File: src/rtl/sram_nw_pkg.sv
package sram_nw_pkg;
  typedef enum logic [1:0] {
    OP_IDLE = 2'd0,
    OP_RD   = 2'd1,
    OP_WR   = 2'd2
  } op_e;
endpackage

File: src/rtl/sram_nw_addr.sv
module sram_nw_addr
  import sram_nw_pkg::*;
#(
  parameter int AW = 8,
  parameter int BW = 2
)(
  input  logic          clk_i,
  input  logic          rst_ni,
  input  logic          en_i,
  input  logic          load_i,
  input  logic          cs_i,
  input  logic          we_ni,
  input  logic          il_i,
  input  logic [AW-1:0] addr_i,
  output op_e           op_o,
  output logic [AW-1:0] addr_o
);
  logic [AW-1:0] base_q;
  logic [BW-1:0] cnt_q, cnt_nx, off;
  op_e           op_q;

  always_comb begin
    cnt_nx = cnt_q + 1'b1;
    off    = il_i ? (base_q[BW-1:0] ^ cnt_nx) : (base_q[BW-1:0] + cnt_nx);
    if (load_i) begin
      op_o   = !cs_i ? OP_IDLE : (we_ni ? OP_RD : OP_WR);
      addr_o = addr_i;
    end else begin
      op_o   = op_q;
      addr_o = {base_q[AW-1:BW], off};
    end
  end

  always_ff @(posedge clk_i or negedge rst_ni) begin
    if (!rst_ni) begin
      base_q <= '0;
      cnt_q  <= '0;
      op_q   <= OP_IDLE;
    end else if (en_i) begin
      if (load_i) begin
        base_q <= addr_i;
        cnt_q  <= '0;
        op_q   <= op_o;
      end else begin
        cnt_q <= cnt_nx;
      end
    end
  end

  // burst beats keep the loaded operation type
  assert_burst_keeps_op_R9: assert property (@(posedge clk_i) disable iff (!rst_ni)
    en_i && !load_i |=> op_q == $past(op_q));

  assert_stall_holds_burst_R8: assert property (@(posedge clk_i) disable iff (!rst_ni)
    !en_i |=> $stable(base_q) && $stable(cnt_q) && $stable(op_q));
endmodule

File: src/rtl/sram_nw_array.sv
module sram_nw_array #(
  parameter int DEPTH  = 256,
  parameter int LANES  = 2,
  parameter int LANE_W = 9,
  localparam int AW    = $clog2(DEPTH),
  localparam int DW    = LANES * LANE_W
)(
  input  logic             clk_i,
  input  logic             en_i,
  input  logic             we_i,
  input  logic [LANES-1:0] wbe_i,
  input  logic [AW-1:0]    waddr_i,
  input  logic [DW-1:0]    wdata_i,
  input  logic             re_i,
  input  logic [AW-1:0]    raddr_i,
  output logic [DW-1:0]    rdata_o
);
  for (genvar l = 0; l < LANES; l++) begin : g_lane
    logic [LANE_W-1:0] mem [DEPTH];
    logic [LANE_W-1:0] rd_q;

    // read returns the old word on a same-address collision; bypass fixes it up
    always_ff @(posedge clk_i) begin
      if (en_i && we_i && wbe_i[l]) mem[waddr_i] <= wdata_i[l*LANE_W +: LANE_W];
      if (en_i && re_i)             rd_q         <= mem[raddr_i];
    end

    assign rdata_o[l*LANE_W +: LANE_W] = rd_q;
  end
endmodule

File: src/rtl/sram_nw_fwd.sv
module sram_nw_fwd #(
  parameter int LANES  = 2,
  parameter int LANE_W = 9,
  parameter int AW     = 8,
  localparam int DW    = LANES * LANE_W
)(
  input  logic             clk_i,
  input  logic             rst_ni,
  input  logic             en_i,
  input  logic             wr_i,
  input  logic             rd_i,
  input  logic [AW-1:0]    waddr_i,
  input  logic [AW-1:0]    raddr_i,
  input  logic [LANES-1:0] wbe_i,
  input  logic [DW-1:0]    wdata_i,
  input  logic [DW-1:0]    arr_rdata_i,
  input  logic             out_rd_i,
  output logic [DW-1:0]    rdata_o,
  output logic             rvalid_o
);
  logic [LANES-1:0] hit_q;
  logic [DW-1:0]    hdata_q;
  logic [DW-1:0]    merged;

  for (genvar l = 0; l < LANES; l++) begin : g_merge
    assign merged[l*LANE_W +: LANE_W] = hit_q[l] ? hdata_q[l*LANE_W +: LANE_W]
                                                 : arr_rdata_i[l*LANE_W +: LANE_W];
  end

  always_ff @(posedge clk_i or negedge rst_ni) begin
    if (!rst_ni) begin
      hit_q    <= '0;
      hdata_q  <= '0;
      rdata_o  <= '0;
      rvalid_o <= 1'b0;
    end else if (en_i) begin
      hit_q    <= (wr_i && rd_i && (waddr_i == raddr_i)) ? wbe_i : '0;
      hdata_q  <= wdata_i;
      rvalid_o <= out_rd_i;
      if (out_rd_i) rdata_o <= merged;
    end
  end

  assert_read_slot_valid_R2: assert property (@(posedge clk_i) disable iff (!rst_ni)
    en_i && out_rd_i |=> rvalid_o);

  assert_nonread_slot_quiet_R7: assert property (@(posedge clk_i) disable iff (!rst_ni)
    en_i && !out_rd_i |=> !rvalid_o);
endmodule

File: src/rtl/sram_nw.sv
module sram_nw
  import sram_nw_pkg::*;
#(
  parameter int DEPTH   = 256,
  parameter int LANES   = 2,
  parameter int LANE_W  = 9,
  parameter int BURST_W = 2,
  localparam int AW     = $clog2(DEPTH),
  localparam int DW     = LANES * LANE_W
)(
  input  logic             clk_i,
  input  logic             rst_ni,
  input  logic             cke_ni,
  input  logic             cs_i,
  input  logic             adv_i,
  input  logic             we_ni,
  input  logic             burst_il_i,
  input  logic [LANES-1:0] be_i,
  input  logic [AW-1:0]    addr_i,
  input  logic [DW-1:0]    wdata_i,
  output logic [DW-1:0]    rdata_o,
  output logic             rvalid_o
);
  typedef struct packed {
    op_e              op;
    logic [AW-1:0]    addr;
    logic [LANES-1:0] be;
  } stage_t;

  logic          en;
  op_e           nx_op;
  logic [AW-1:0] nx_addr;
  stage_t        s1_q, s2_q;
  logic [DW-1:0] arr_rdata;

  assign en = !cke_ni;

  sram_nw_addr #(.AW(AW), .BW(BURST_W)) u_addr (
    .clk_i  (clk_i),
    .rst_ni (rst_ni),
    .en_i   (en),
    .load_i (!adv_i),
    .cs_i   (cs_i),
    .we_ni  (we_ni),
    .il_i   (burst_il_i),
    .addr_i (addr_i),
    .op_o   (nx_op),
    .addr_o (nx_addr)
  );

  // s1: captured op (array read issued here); s2: data slot (write commit / output)
  always_ff @(posedge clk_i or negedge rst_ni) begin
    if (!rst_ni) begin
      s1_q <= '{op: OP_IDLE, addr: '0, be: '0};
      s2_q <= '{op: OP_IDLE, addr: '0, be: '0};
    end else if (en) begin
      s1_q <= '{op: nx_op, addr: nx_addr, be: be_i};
      s2_q <= s1_q;
    end
  end

  sram_nw_array #(.DEPTH(DEPTH), .LANES(LANES), .LANE_W(LANE_W)) u_array (
    .clk_i   (clk_i),
    .en_i    (en),
    .we_i    (s2_q.op == OP_WR),
    .wbe_i   (s2_q.be),
    .waddr_i (s2_q.addr),
    .wdata_i (wdata_i),
    .re_i    (s1_q.op == OP_RD),
    .raddr_i (s1_q.addr),
    .rdata_o (arr_rdata)
  );

  sram_nw_fwd #(.LANES(LANES), .LANE_W(LANE_W), .AW(AW)) u_fwd (
    .clk_i       (clk_i),
    .rst_ni      (rst_ni),
    .en_i        (en),
    .wr_i        (s2_q.op == OP_WR),
    .rd_i        (s1_q.op == OP_RD),
    .waddr_i     (s2_q.addr),
    .raddr_i     (s1_q.addr),
    .wbe_i       (s2_q.be),
    .wdata_i     (wdata_i),
    .arr_rdata_i (arr_rdata),
    .out_rd_i    (s2_q.op == OP_RD),
    .rdata_o     (rdata_o),
    .rvalid_o    (rvalid_o)
  );

  assert_freeze_outputs_R8: assert property (@(posedge clk_i) disable iff (!rst_ni)
    cke_ni |=> $stable(rdata_o) && $stable(rvalid_o));

  assert_freeze_pipe_R8: assert property (@(posedge clk_i) disable iff (!rst_ni)
    cke_ni |=> $stable(s1_q) && $stable(s2_q));

  assert_pipe_advance_R2: assert property (@(posedge clk_i) disable iff (!rst_ni)
    !cke_ni |=> s2_q == $past(s1_q));
endmodule

File: config.mk
export PLATFORM = sky130hd
export DESIGN_NAME = sram_nw
export DESIGN_NICKNAME = d
export VERILOG_FILES = /design/src/rtl/sram_nw_pkg.sv /design/src/rtl/sram_nw_addr.sv /design/src/rtl/sram_nw_array.sv /design/src/rtl/sram_nw_fwd.sv /design/src/rtl/sram_nw.sv
export SDC_FILE = /design/constraint.sdc
export NUM_CORES = 2
export LEC_CHECK = 0
export ABC_CLOCK_PERIOD_IN_PS = 7700
export BUFFER_PORTS_ARGS = -buffer_cell sky130_fd_sc_hd__clkbuf_2
export CORE_ASPECT_RATIO = 0.75
export CORE_UTILIZATION = 67
export CTS_BUF_LIST = sky130_fd_sc_hd__clkbuf_8
export DETAILED_ROUTE_END_ITERATION = 7
export PLACE_DENSITY = 0.83
export REMOVE_ABC_BUFFERS = 1
export SYNTH_ARGS = -nofsm -noshare
export SYNTH_HDL_FRONTEND = slang
export SYNTH_MEMORY_MAX_BITS = 65536
export SYNTH_SLANG_ARGS = --single-unit
File: constraint.sdc
create_clock -name clk_i -period 7.7 [get_ports clk_i]
set_input_delay 0.77 -clock clk_i [delete_from_list [all_inputs] [get_ports clk_i]]
set_output_delay 0.77 -clock clk_i [all_outputs]
set_load 0.03 [all_outputs]
==> results.txt <==
The CTS tree is yes. The run finished, with violations left. The vias after detailed routing is between 90k and 100k.

The flop and latch count out of synthesis came out at 4701. The summed instance area of the synthesized netlist came out at around 180000 µm². Summed over all failing endpoints, the final setup total negative slack is 0 ns. The number of H-tree levels came out at 6. The per-cell routed wire length is 35.48 µm. The maximum fanout along the worst path came out at 39. Of the cells placed in the final design, the portion with a size suffix greater than 1 is 0.2025. The worst setup path is captured at a flip-flop. The achievable clock frequency came out at approximately 0.19 GHz.

Across the run, the number of max-cap violations was 0. The HPWL after detailed placement is approximately 280 mm. The area overhead of the layout relative to synthesis came out at 8.156%. The final reports fail on design-rule violations.

The placed instance count came out at roughly 12k. The headroom to the max-slew limit came out at 0.03331. The post-CTS setup buffer count came out at 0. By startpoint and endpoint, the worst setup path is classified as flip-flop to flip-flop. The detailed-router iteration count before antenna repair is 8.

The count of pins over their slew limit was 0. The final period utilization is 0.6994. The congestion estimate from routability-driven global placement came to between 0.9 and 1. The share of async-settable or async-resettable flops after synthesis came out at 0.01595. In the synthesized netlist the dominant register cell turns out to be sky130_fd_sc_hd__edfxtp_1.

The maximum clock insertion buffer count came out at 4. The number of buffers created by CTS is between 600 and 700. The clock transition at the register clock pins on the worst setup and hold paths after CTS came out at around 0.070 ns.

The initial utilization of the core area, before any placement, comes to 0.6764. The first-pass GRT wire length came out at between 600 and 700 mm. The share of the Yosys chip area taken by registers is 0.7697.

The total power divided by cell area came out at between 200 and 300 nW/µm². The worst setup path is launched from a flip-flop. The minimum period implied by the final worst setup slack came out at 5.385 ns. The area of the core is ~270000 µm².

Entering global routing, the biggest net connects 224 pins. The number of core rows is about 170. Dividing the synthesized area by the synthesized cell count gives 20.60 µm². Ranked by instance count, the synthesized netlist is headed by sky130_fd_sc_hd__edfxtp_1 (4626), sky130_fd_sc_hd__mux4_2 (872), sky130_fd_sc_hd__mux2i_1 (613), sky130_fd_sc_hd__nor2_1 (576), sky130_fd_sc_hd__clkbuf_1 (264). The unique cell type count in the Yosys netlist came out at 76. The vertical die dimension is approximately 450 µm. The floorplan die area came out at approximately 280000 µm².

The pin slew with the least headroom to its limit is about 1.4 ns. The via-per-instance ratio came out at 7.367. The die extent in x came out at between 600 and 700 µm. Of all cell types, the one taking the most synthesized area is sky130_fd_sc_hd__edfxtp_1. The clock root buffer is sky130_fd_sc_hd__clkbuf_8. Wires add up to 472.7 mm. The count of final hold-check violations came out at 0. The number of setup violations in the final report came out at 0. At the worst endpoint, the required time is about 8.6 ns. Traced cell by cell, the critical path runs through buf_4 > buf_4 > mux2i_1 > o221ai_1 > a21oi_1 > o21ai_0 > o211ai_1 > nor4b_1 > nor4b_2. The most common cell in the synthesized netlist is sky130_fd_sc_hd__edfxtp_1.

CTS saw 4701 sinks. The all-layer global routing usage is 0.3439. The delay of the slowest critical-path stage is about 1.1 ns. The number of nets in the layout came out at a little over 9k. The data arrival at the endpoint of the critical path came out at ~6.3 ns. The post-cts sizing count came out at 0. Once layout is complete, the cells apart from fillers number around 13k. The worst clock skew came out at roughly 0.08 ns. The initial antenna violation count is 31.

The worst-case IR drop observed on VDD is 0.1926 mV. The total of buffers placed on input and output ports is between 50 and 60. The min-delay analysis places its worst path in the category primary input to flip-flop. The gate count after technology mapping came out at a little under 9k. The number of synthesis warnings came out at 0. In this run, synthesis inferred 4626 flip-flops with an integrated enable. Clock latency on the worst-skew pair, taken at its later pin, is about 1.1 ns. The DRC violation count after routing came out at 1. The library cell contributing the largest single delay on the critical path is sky130_fd_sc_hd__dfrtp_4. Setup repair after global routing left no endpoint under its margin. The violation count after the first detailed-route iteration is roughly 18k. The via count of the first global-routing pass is 95.42k. The aggregate global routing overflow is 0. The gate family responsible for the most delay along the worst path is compound AO/OA/AOI/OAI gates. Summed over all cells, the static leakage comes to 62.34 nW. After synthesis, the cell types taking the most area are sky130_fd_sc_hd__edfxtp_1 (76%), sky130_fd_sc_hd__mux4_2 (11%), sky130_fd_sc_hd__mux2i_1 (3.4%), sky130_fd_sc_hd__nor2_1 (1.2%), sky130_fd_sc_hd__dfrtp_1 (1.0%). The area share of the largest cell type after synthesis came out at 0.7594. The cell repeated most along the worst path is sky130_fd_sc_hd__buf_4.

The number of ports placed on the die boundary came out at 54. The number of buffers and inverters on the critical path came out at 2. The count of nets left with antenna violations once routing finished came out at 0.
-- metrics by stage --
stage	setup slack, ns	hold WS (ns)	power [mW]	utilization	cell area [µm²]
6_report	2.315	0.04101	53.41	0.7315	197800
5_1_grt	2.354	0.0001149	54.60	0.7313	197800
4_1_cts	2.615	0.01645	53.19	0.7312	197800
3_5_place_dp	2.665	0.4944	36.01	0.6881	186100
3_3_place_gp	2.604	0.4768	35.83	0.6881	186100
2_1_floorplan	-47.96	0.4559	37.81	-	179300
-- power breakdown --
part	total, mW	internal (mW)	switching [mW]	leakage (nW)
combinational	7.28	2.62	4.66	13.1
sequential	28.4	28.2	0.206	42.4
clock	17.7	8.50	9.21	6.78
total	53.4	39.3	14.1	62.3
-- per-layer routing --
layer / share of wire / routed length (µm) / track usage / up-vias
met3: 0.16 / 77600 / 0.1234 / 1421
met4: 0.046 / 21590 / 0.1408 / 14
met2: 0.45 / 211900 / 0.4997 / 9468
met1: 0.34 / 161500 / 0.4827 / 49460
li1: - / - / - / 37800
met5: 0.00026 / 123 / 0 / -
-- final cells by class --
class,count,area (µm²)
antenna,32,80.08
clock buffer,680,9359
timing repair buffer,238,2247
clock inverter,469,2207
tap,3590,4492
fill,14250,72610
multi-input combinational,3606,38600
inverter,8,40.04
sequential,4701,140800
-- cell usage in the layout (no fill, tap or decap), types with 22 or more instances in the layout --
cell type,synthesis,routed
sky130_fd_sc_hd__nand4_1,22,22
sky130_fd_sc_hd__buf_4,41,143
sky130_fd_sc_hd__edfxtp_1,4626,4626
sky130_fd_sc_hd__clkbuf_2,0,34
sky130_fd_sc_hd__nor4_1,44,43
sky130_fd_sc_hd__diode_2,0,32
sky130_fd_sc_hd__a21oi_1,177,177
sky130_fd_sc_hd__nor3_1,196,195
sky130_fd_sc_hd__o22ai_1,183,183
sky130_fd_sc_hd__mux4_2,872,872
sky130_fd_sc_hd__nor2_1,576,573
sky130_fd_sc_hd__o221ai_1,184,184
sky130_fd_sc_hd__nand2_1,154,150
sky130_fd_sc_hd__clkbuf_8,0,698
sky130_fd_sc_hd__nand3_1,64,50
sky130_fd_sc_hd__o21ai_0,87,87
sky130_fd_sc_hd__mux4_1,29,29
sky130_fd_sc_hd__dfrtp_1,75,69
sky130_fd_sc_hd__inv_1,5,249
sky130_fd_sc_hd__clkinv_1,2,141
sky130_fd_sc_hd__a221oi_1,35,35
sky130_fd_sc_hd__buf_12,25,33
sky130_fd_sc_hd__mux2i_1,613,613
sky130_fd_sc_hd__mux2_2,42,42
sky130_fd_sc_hd__a22oi_1,141,141
sky130_fd_sc_hd__clkinv_2,0,45
-- registers in the layout (all words and copies together) (netlist names), 2 cells and up --
signal	cells
s1_q	12
u_addr.op_q	2
u_array.g_lane.rd_q	18
s2_q	12
u_array.g_lane.mem	4608
u_fwd.hit_q	2
u_addr.cnt_q	2
u_addr.base_q	8
u_fwd.hdata_q	18
u_fwd.rdata_o	18
-- worst paths after layout --
kind	start	end	slack [ns]	depth (start not counted)
max	s1_q[2]$_DFFE_PN0N_	u_array.g_lane[0].rd_q[8]$_DFFE_PP_	2.31	9
min	we_ni	u_addr.op_q[0]$_DFFE_PN0P_	0.04	3
max reg2reg	s1_q[2]$_DFFE_PN0N_	u_array.g_lane[0].rd_q[8]$_DFFE_PP_	2.31	9
min reg2reg	s1_q[0]$_DFFE_PN0N_	s2_q[0]$_DFFE_PN0N_	0.51	1
max in group asynchronous	rst_ni	u_fwd.hdata_q[5]$_DFFE_PN0N_	6.18	3
min in group asynchronous	rst_ni	u_addr.cnt_q[0]$_DFFE_PN0N_	0.23	2
-- worst register-to-register path: stages (launching register included) --
cell and delay (ns):
sky130_fd_sc_hd__dfrtp_4 1.08, sky130_fd_sc_hd__buf_4 0.58, sky130_fd_sc_hd__buf_4 0.71, sky130_fd_sc_hd__mux2i_1 0.27, sky130_fd_sc_hd__o221ai_1 0.35, sky130_fd_sc_hd__a21oi_1 0.15
sky130_fd_sc_hd__o21ai_0 0.70, sky130_fd_sc_hd__o211ai_1 0.19, sky130_fd_sc_hd__nor4b_1 0.84, sky130_fd_sc_hd__nor4b_2 0.34
-- what timing repair did --
item | 4_1_cts | 5_1_grt
hold buffers | 9 | 0
endpoints found under the setup margin | 0 | 0
hold endpoints to repair | 34 | 0
-- cells by family (layout without fill, tap and decap cells) --
kind of cell | count (synthesis) | after routing | share of synthesized area
flops | 4701 | 4701 | 0.7697
mux | 1557 | 1557 | 0.1477
simple gates | 1122 | 1122 | 0.02704
compound gates | 915 | 915 | 0.03484
buf+inv | 574 | 1395 | 0.02012
xor+xnor | 11 | 11 | 0.0005267
fa+ha+maj | 1 | 1 | 0.00006839
other cells | 0 | 32 | 0
Power figures use the tool's default switching activity.
